<file path="src/rtl/mdrp_pkg.sv">
package mdrp_pkg;
  typedef enum logic [1:0] {
    FN_AND  = 2'd0,
    FN_NAND = 2'd1,
    FN_OR   = 2'd2,
    FN_NOR  = 2'd3
  } gate_fn_e;
endpackage

</file>
<file path="src/rtl/mdrp_rail_map.sv">
module mdrp_rail_map #(
  parameter int unsigned LANES = 4,
  parameter bit          SWAP  = 1'b0
) (
  input  logic [LANES-1:0] x_t_i,
  input  logic [LANES-1:0] x_f_i,
  output logic [LANES-1:0] y_t_o,
  output logic [LANES-1:0] y_f_o
);
  generate
    if (SWAP) begin : g_swap
      assign y_t_o = x_f_i;
      assign y_f_o = x_t_i;
    end else begin : g_pass
      assign y_t_o = x_t_i;
      assign y_f_o = x_f_i;
    end
  endgenerate
endmodule

</file>
<file path="src/rtl/mdrp_maj_pair.sv">
module mdrp_maj_pair #(
  parameter int unsigned LANES = 4
) (
  input  logic [LANES-1:0] a_t_i,
  input  logic [LANES-1:0] a_f_i,
  input  logic [LANES-1:0] b_t_i,
  input  logic [LANES-1:0] b_f_i,
  input  logic [LANES-1:0] m_t_i,
  input  logic [LANES-1:0] m_f_i,
  output logic [LANES-1:0] y_t_o,
  output logic [LANES-1:0] y_f_o
);
  // true-rail majority: mask 0 -> AND, mask 1 -> OR of inverted operands
  assign y_t_o = (a_t_i & b_t_i) | (a_t_i & m_t_i) | (b_t_i & m_t_i);
  // complement-rail majority on the inverse rails and inverse mask
  assign y_f_o = (a_f_i & b_f_i) | (a_f_i & m_f_i) | (b_f_i & m_f_i);
endmodule

</file>
<file path="src/rtl/mdrp_completion.sv">
module mdrp_completion #(
  parameter int unsigned LANES = 4
) (
  input  logic             clk,
  input  logic             rst_n,
  input  logic             pre_i,
  input  logic [LANES-1:0] a_t_i,
  input  logic [LANES-1:0] a_f_i,
  input  logic [LANES-1:0] b_t_i,
  input  logic [LANES-1:0] b_f_i,
  input  logic [LANES-1:0] m_t_i,
  input  logic [LANES-1:0] m_f_i,
  output logic [LANES-1:0] vld_o,
  output logic [LANES-1:0] en_o
);
  logic [LANES-1:0] en_q;
  logic [LANES-1:0] en_d;

  // a pair is complete only when exactly one rail is high
  assign vld_o = (a_t_i ^ a_f_i) & (b_t_i ^ b_f_i) & (m_t_i ^ m_f_i);

  // set/reset latch: set by completion, reset by precharge
  always_comb begin
    if (pre_i) en_d = '0;
    else       en_d = en_q | vld_o;
  end

  always_ff @(posedge clk or negedge rst_n) begin
    if (!rst_n) en_q <= '0;
    else        en_q <= en_d;
  end

  assign en_o = en_q;

  always @(posedge clk) begin
    if (!rst_n) a_r1_reset_idle: assert (en_q == '0);
  end

  a_r2_pre_clears: assert property (@(posedge clk) disable iff (!rst_n)
    pre_i |=> (en_q == '0));

  generate
    for (genvar i = 0; i < LANES; i++) begin : g_lane_chk
      a_r6_no_set_when_incomplete: assert property (@(posedge clk) disable iff (!rst_n)
        (!en_q[i] && !vld_o[i]) |=> !en_q[i]);
      a_r7_latch_holds: assert property (@(posedge clk) disable iff (!rst_n)
        (en_q[i] && !pre_i) |=> en_q[i]);
    end
  endgenerate
endmodule

</file>
<file path="src/rtl/mdrp_gate.sv">
module mdrp_gate #(
  parameter int unsigned        LANES = 4,
  parameter mdrp_pkg::gate_fn_e FN    = mdrp_pkg::FN_AND
) (
  input  logic             clk,
  input  logic             rst_n,
  input  logic             pre_i,
  input  logic [LANES-1:0] a_t_i,
  input  logic [LANES-1:0] a_f_i,
  input  logic [LANES-1:0] b_t_i,
  input  logic [LANES-1:0] b_f_i,
  input  logic [LANES-1:0] m_t_i,
  input  logic [LANES-1:0] m_f_i,
  output logic [LANES-1:0] q_t_o,
  output logic [LANES-1:0] q_f_o,
  output logic [LANES-1:0] en_o
);
  import mdrp_pkg::*;

  localparam bit SWAP_IN  = (FN == FN_OR)   || (FN == FN_NOR);
  localparam bit SWAP_OUT = (FN == FN_NAND) || (FN == FN_OR);

  logic [LANES-1:0] a_t_m, a_f_m, b_t_m, b_f_m;
  logic [LANES-1:0] a_t_d, a_f_d, b_t_d, b_f_d, m_t_d, m_f_d;
  logic [LANES-1:0] a_t_q, a_f_q, b_t_q, b_f_q, m_t_q, m_f_q;
  logic [LANES-1:0] core_t, core_f, gate_t, gate_f;
  logic [LANES-1:0] en_q, vld;

  mdrp_rail_map #(.LANES(LANES), .SWAP(SWAP_IN)) u_map_a (
    .x_t_i(a_t_i), .x_f_i(a_f_i), .y_t_o(a_t_m), .y_f_o(a_f_m)
  );
  mdrp_rail_map #(.LANES(LANES), .SWAP(SWAP_IN)) u_map_b (
    .x_t_i(b_t_i), .x_f_i(b_f_i), .y_t_o(b_t_m), .y_f_o(b_f_m)
  );

  // next state: precharge returns every captured rail to 0
  always_comb begin
    if (pre_i) begin
      a_t_d = '0; a_f_d = '0; b_t_d = '0;
      b_f_d = '0; m_t_d = '0; m_f_d = '0;
    end else begin
      a_t_d = a_t_m; a_f_d = a_f_m; b_t_d = b_t_m;
      b_f_d = b_f_m; m_t_d = m_t_i; m_f_d = m_f_i;
    end
  end

  always_ff @(posedge clk or negedge rst_n) begin
    if (!rst_n) begin
      a_t_q <= '0; a_f_q <= '0; b_t_q <= '0;
      b_f_q <= '0; m_t_q <= '0; m_f_q <= '0;
    end else begin
      a_t_q <= a_t_d; a_f_q <= a_f_d; b_t_q <= b_t_d;
      b_f_q <= b_f_d; m_t_q <= m_t_d; m_f_q <= m_f_d;
    end
  end

  mdrp_completion #(.LANES(LANES)) u_done (
    .clk(clk), .rst_n(rst_n), .pre_i(pre_i),
    .a_t_i(a_t_q), .a_f_i(a_f_q), .b_t_i(b_t_q),
    .b_f_i(b_f_q), .m_t_i(m_t_q), .m_f_i(m_f_q),
    .vld_o(vld), .en_o(en_q)
  );

  mdrp_maj_pair #(.LANES(LANES)) u_core (
    .a_t_i(a_t_q), .a_f_i(a_f_q), .b_t_i(b_t_q),
    .b_f_i(b_f_q), .m_t_i(m_t_q), .m_f_i(m_f_q),
    .y_t_o(core_t), .y_f_o(core_f)
  );

  // evaluation reaches the rails only once the latch is set
  assign gate_t = core_t & en_q;
  assign gate_f = core_f & en_q;

  mdrp_rail_map #(.LANES(LANES), .SWAP(SWAP_OUT)) u_map_q (
    .x_t_i(gate_t), .x_f_i(gate_f), .y_t_o(q_t_o), .y_f_o(q_f_o)
  );

  assign en_o = en_q;

  a_r10_core_complementary: assert property (@(posedge clk) disable iff (!rst_n)
    (((core_t ^ core_f) & en_q & vld) == (en_q & vld)));

  a_r10_ports_complementary: assert property (@(posedge clk) disable iff (!rst_n)
    (((q_t_o ^ q_f_o) & en_q & vld) == (en_q & vld)));

  a_r2_ports_quiet_after_pre: assert property (@(posedge clk) disable iff (!rst_n)
    pre_i |=> ((q_t_o | q_f_o) == '0));
endmodule

</file>
<file path="config.mk">
export PLATFORM = sky130hd
export DESIGN_NAME = mdrp_gate
export DESIGN_NICKNAME = d
export VERILOG_FILES = /design/src/rtl/mdrp_pkg.sv /design/src/rtl/mdrp_rail_map.sv /design/src/rtl/mdrp_maj_pair.sv /design/src/rtl/mdrp_completion.sv /design/src/rtl/mdrp_gate.sv
export SDC_FILE = /design/constraint.sdc
export NUM_CORES = 1
export LEC_CHECK = 0
export ABC_AREA = 1
export BUFFER_PORTS_ARGS = -buffer_cell sky130_fd_sc_hd__buf_4
export CAP_MARGIN = 20
export CORE_MARGIN = 2
export CORE_UTILIZATION = 37
export CTS_CLUSTER_DIAMETER = 60
export DETAILED_ROUTE_END_ITERATION = 8
export GPL_ROUTABILITY_DRIVEN = 0
export HOLD_SLACK_MARGIN = 0.02
export PLACE_DENSITY_LB_ADDON = 0.1
export SYNTH_ARGS = -nofsm -noshare
export SYNTH_HDL_FRONTEND = slang
export SYNTH_SLANG_ARGS = --single-unit
</file>
<file path="constraint.sdc">
create_clock -name clk -period 0.83 [get_ports clk]
set_input_delay 0.1245 -clock clk [delete_from_list [all_inputs] [get_ports clk]]
set_output_delay 0.1245 -clock clk [all_outputs]
set_load 0.02 [all_outputs]
</file>
== Word level (Yosys, flattened, before mapping) ==
Index checks and enable logic that the tools add are counted.
Storage, ports and cells
  register bits: 28
  bits in latches: 0
  bits in writable memories: 0
  memory bits (read-only): 0
  input bits: 27
  output and inout bits: 12
  word-level logic and storage cells: 32
  memories: 0
Operators by class
  add/subtract/negate cells: 0
  multipliers: 0
  divide/modulo/power cells: 0
  order comparisons: 0
  equal/unequal tests: 0
  shifts and indexed selects: 0
  mux-type cells: 7
  bitwise logic cells: 18
  reduce and logical (&&, ||, !) cells: 0
Operators by type and width (number)
  bitwise AND 4 bit: 10
  two-way mux 4 bit: 7
  bitwise OR 4 bit: 5
  bitwise XOR 4 bit: 3

== Depth between registers and ports, before layout ==
  depth in word-level cells: 5
  gate-level depth with buffers: 5
  depth with buffers taken out: 5

== Cells and area by module ==
From an unflattened synthesis, not the netlist that was laid out.
Second synthesis, totals
  cells, all modules: 222
  area total of the unflattened synthesis: 1639.1 µm²
Modules (own cells, without submodules)
  mdrp_gate: times used 1, cells an instance 90, area each 863.3 µm², seq. area each 600.6 µm²
  mdrp_completion: times used 1, cells an instance 76, area each 425.4 µm², seq. area each 100.1 µm²
  mdrp_rail_map: times used 3, cells an instance 8, area each 60.1 µm², seq. area each 0.0 µm²
  mdrp_maj_pair: times used 1, cells an instance 32, area each 170.2 µm², seq. area each 0.0 µm²

== Worst setup path before layout ==
Ideal clock, no wire load.
  path kind: register -> output
  from: register u_done.en_q[3] (netlist: u_done.en_o[3])
  to: output port q_f_o[3]
  arrival: 1.091 ns
  data required time: 0.706 ns
  slack: -0.386 ns
  cell stages (with the launch flop): 3
  buffers on the path: 0
  cells stage by stage: dfrtp_1 -> inv_1 -> a211oi_1
On the way
  cells in the longest elaborated chain, start to end: 1
Ends and longest elaborated chain
  start: declaration: line mdrp_completion.sv:16  | logic [LANES-1:0] en_q;
  start signal: assignment: line mdrp_completion.sv:30  | else en_q <= en_d;
  bitwise AND 4 bit: line mdrp_gate.sv:72  | assign gate_f = core_f & en_q;
  end: declaration: line mdrp_gate.sv:15  | output logic [LANES-1:0] q_f_o,
Every way passes these cells.

== Worst setup path in the final report ==
  from: register m_f_q[3]
  to: output port q_f_o[3]
On the way
  cells in the longest elaborated chain, start to end: 4
  elaborated cells on any way between the ends: 5
  those cells by class: 5 x bitwise
Ends and longest elaborated chain
  start: declaration: line mdrp_gate.sv:25  | logic [LANES-1:0] a_t_q, a_f_q, b_t_q, b_f_q, m_t_q, m_f_q;
  start signal: assignment: line mdrp_gate.sv:50  | b_f_q <= '0; m_t_q <= '0; m_f_q <= '0;
  start signal: assignment: line mdrp_gate.sv:53  | b_f_q <= b_f_d; m_t_q <= m_t_d; m_f_q <= m_f_d;
  bitwise AND 4 bit: line mdrp_maj_pair.sv:16  | assign y_f_o = (a_f_i & b_f_i) | (a_f_i & m_f_i) | (b_f_i & m_f_i);
  bitwise OR 4 bit: line mdrp_maj_pair.sv:16
  bitwise OR 4 bit (*): line mdrp_maj_pair.sv:16
  bitwise AND 4 bit (*): line mdrp_gate.sv:72
Every way passes the cells marked *; elsewhere a longest branch is shown, timed or not.

==> run summary <==
CTS tree - yes
Dpl ws - -205 ps
Yosys reg bits - 28
Congestion Overflow GR - 0
WP data required - 710 ps
DRT Pass-1 Iters - 4
Post-Syn Area - 1270 um2
Vias per inst - 4.30
Core area - 3310 um2
Delay-heaviest family, CP - flip-flops
Number of global-route vias before repair - 1263
Register area share after synthesis - 55.0%
Wire per inst - 10.6 um
Final setup fails - 16
CTS root buffer - clkbuf_4
Final period utilization - 158%
Main combinational cell family by area after synthesis - simple AND/OR/NAND/NOR gates
Initial Utilization - 38.5%
Final #Nets - 268
Crit path max-delay cell type - dfrtp_1
First-pass GRT wire length - 5040 um
Total Wirelength - 3020 um
Placed cell areas - 1690 um2
CP Max Fanout - 3
Area Growth Syn to Fin - 72.4%
Endpoint type of the worst setup path - output port
Synth top cells by count - inv_1, nor2_1, dfrtp_1, nand2_1, a21oi_1
Synth async-reset ratio - 100%
Syn Area/Cell - 7.68 um2
Syn_nets - 193
Synth Area in Compound Gates - 8.24%
Ant. Diodes - 0
Synth Area in Simple Gates - 21.4%
Synth Area in Adders - 0%
Most numerous cell in the Yosys netlist - inv_1
Syn Inst Count - 166
Max_cap viols - 0
Synth area leaders - dfrtp_1, inv_1, nor2_1
Worst-Margin Slew - 353 ps
GRT Util Overall - 16.1%
RSZ-0062 raised after global routing - true
DIE HEIGHT - 62.7 um
Vias - 1229
CTS sink cnt - 28
GRT met3 Usage - 2.52%
Worst VDD drop - 634 uV
Met2 global-route usage - 31.9%
CTS HTree Levels - 1
Worst Setup Slack, final - -486 ps
Share of layout cells above drive strength 1 - 42.5%
Ys flop type - dfrtp_1
Final Hold Slack - 149 ps
Half-perimeter wire length after placement - 1910 um
Clock Pin Slew Worst Setup and Hold Paths - 140 ps
Fmax - 0.760 GHz
Top cell type by total area after synthesis - dfrtp_1
GR Util met1 - 16.7%
Rel. slew slack - 76.5%
Row Count - 21
Initial antenna violation count - 0
Final instance area - 2200 um2
Count of pins over their slew limit - 0
Crit-path cells - inv_2 > a211oi_4 > buf_6
Antenna Nets Post-Route - 0
Die ar. - 3930 um2
Setup CP Type - reg2out
Most Used Layer, Global Route - met2
EDFF count, synth - 0
Hold Path Class - in2reg
P per Cell Area - 1230 nW/um2
Max Clock Skew - 5.17 ps
Non-Filler Instances - 286
Lkg Pwr - 0.00113 uW
Buffers and inverters on the worst path - 2
Final hold vios - 0
Mux contribution to synthesized area - 0%
Die W - 62.7 um
Synth warnings - 0
CTS max path bufs - 2
Largest net degree at the start of global routing - 29
First DRT Iteration DRCs - 37
Cts bufs inserted - 3
Worst endpoint data arrival time - 1190 ps
PortBufs - 38
Yosys top cell area share - 55.0%
DRC violations left - 0
Largest stage delay, worst path - 420 ps
# fillers - 294
Placed Cells - 247
Violated checks - setup timing
XOR/XNOR share of the synthesized area - 0%
Distinct cells, synth - 11
Util after Layout - 66.4%
IO Pins - 39
Worst skew pair latency - 320 ps
Status - complete, but fails checks
Startpoint class of the critical path - register
Fin crit period - 1320 ps
-- worst reg2reg max path, stage by stage (launching register included) --
cell     delay [ps]
dfrtp_2         470
buf_6           130
nand2_2          50
inv_2            30
nor2_2           90
nand3_1          80
a21oi_1         140
-- metal layers --
layer  wire [um]  vias to the layer above
met2        1730                       21
met5           0                        -
met4          19                        0
met3          83                        2
met1        1180                      578
li1            -                      628
-- state kept, by name, indices dropped and copies added (netlist names) --
| register | flops |
|---|---|
| m_t_q | 4 |
| b_f_q | 4 |
| m_f_q | 4 |
| b_t_q | 4 |
| a_f_q | 4 |
| a_t_q | 4 |
| u_done.en_o | 4 |
-- path summary, 6_finish.rpt --
path                                      from              to  slack, ps  cells past startpoint
max in group asynchronous                rst_n        a_f_q[2]        310                      2
worst max-delay path                  m_f_q[3]        q_f_o[3]       -490                      3
worst max register to register        m_f_q[2]  u_done.en_o[2]       -230                      6
min in group asynchronous                rst_n        b_t_q[1]        230                      2
worst min-delay path                     pre_i  u_done.en_o[3]        150                      2
worst min register to register  u_done.en_o[0]  u_done.en_o[0]        600                      2
-- cells by family (layout without fill, tap and decap cells) --
family                 Yosys count  count (layout)
and+or+nand+nor                 70              70
buffers and inverters           48             122
DFF                             28              28
AOI/OAI and AO/OA               20              20
-- per-stage QoR --
stage | TNS, ps | power, uW
2_1_floorplan | -93.1 | 1720
3_3_place_gp | -1110 | 1880
3_5_place_dp | -1430 | 1890
4_1_cts | -5330 | 2710
5_1_grt | -6310 | 2890
6_report | -5180 | 2700
-- cell usage in the layout, fill, tap and decap left out --
| cell type | instances |
|---|---|
| a21oi_4 | 1 |
| dlygate4sd3_1 | 25 |
| o21ai_2 | 6 |
| dfrtp_1 | 20 |
| nand2_2 | 1 |
| nand2_1 | 19 |
| nand3_1 | 2 |
| clkbuf_4 | 3 |
| a21oi_1 | 2 |
| a21oi_2 | 9 |
| nor2_4 | 6 |
| a211oi_4 | 2 |
| buf_6 | 17 |
| nand2_4 | 2 |
| nand3_2 | 2 |
| dfrtp_2 | 8 |
| clkbuf_8 | 1 |
| inv_2 | 8 |
| nor2_1 | 33 |
| inv_1 | 37 |
| nor2_2 | 5 |
| buf_4 | 31 |
-- where the power goes --
group	switching [uW]	internal, uW	leakage, uW
logic	237	298	0.000757
clock network	375	268	0.0000210
registers	90.6	1440	0.000353
total	703	2000	0.00113
-- repair_timing --
action,CTS,global route
gates cloned,0,0
buffers inserted,10,2
pin swaps,15,13
endpoints found under the hold margin,52,0
resized for setup,26,25
hold buffers,25,0
endpoints found under the setup margin,16,16
-- area by class of cell --
cell class	count	area, um2	area share (%)
clock buffers	4	36.3	1.65
inverters	45	169	7.68
repair buffers	73	674	30.7
multi-input cells	90	551	25.0
well taps	46	57.6	2.62
flip-flops and latches	28	711	32.3
Power figures use the tool's default switching activity.
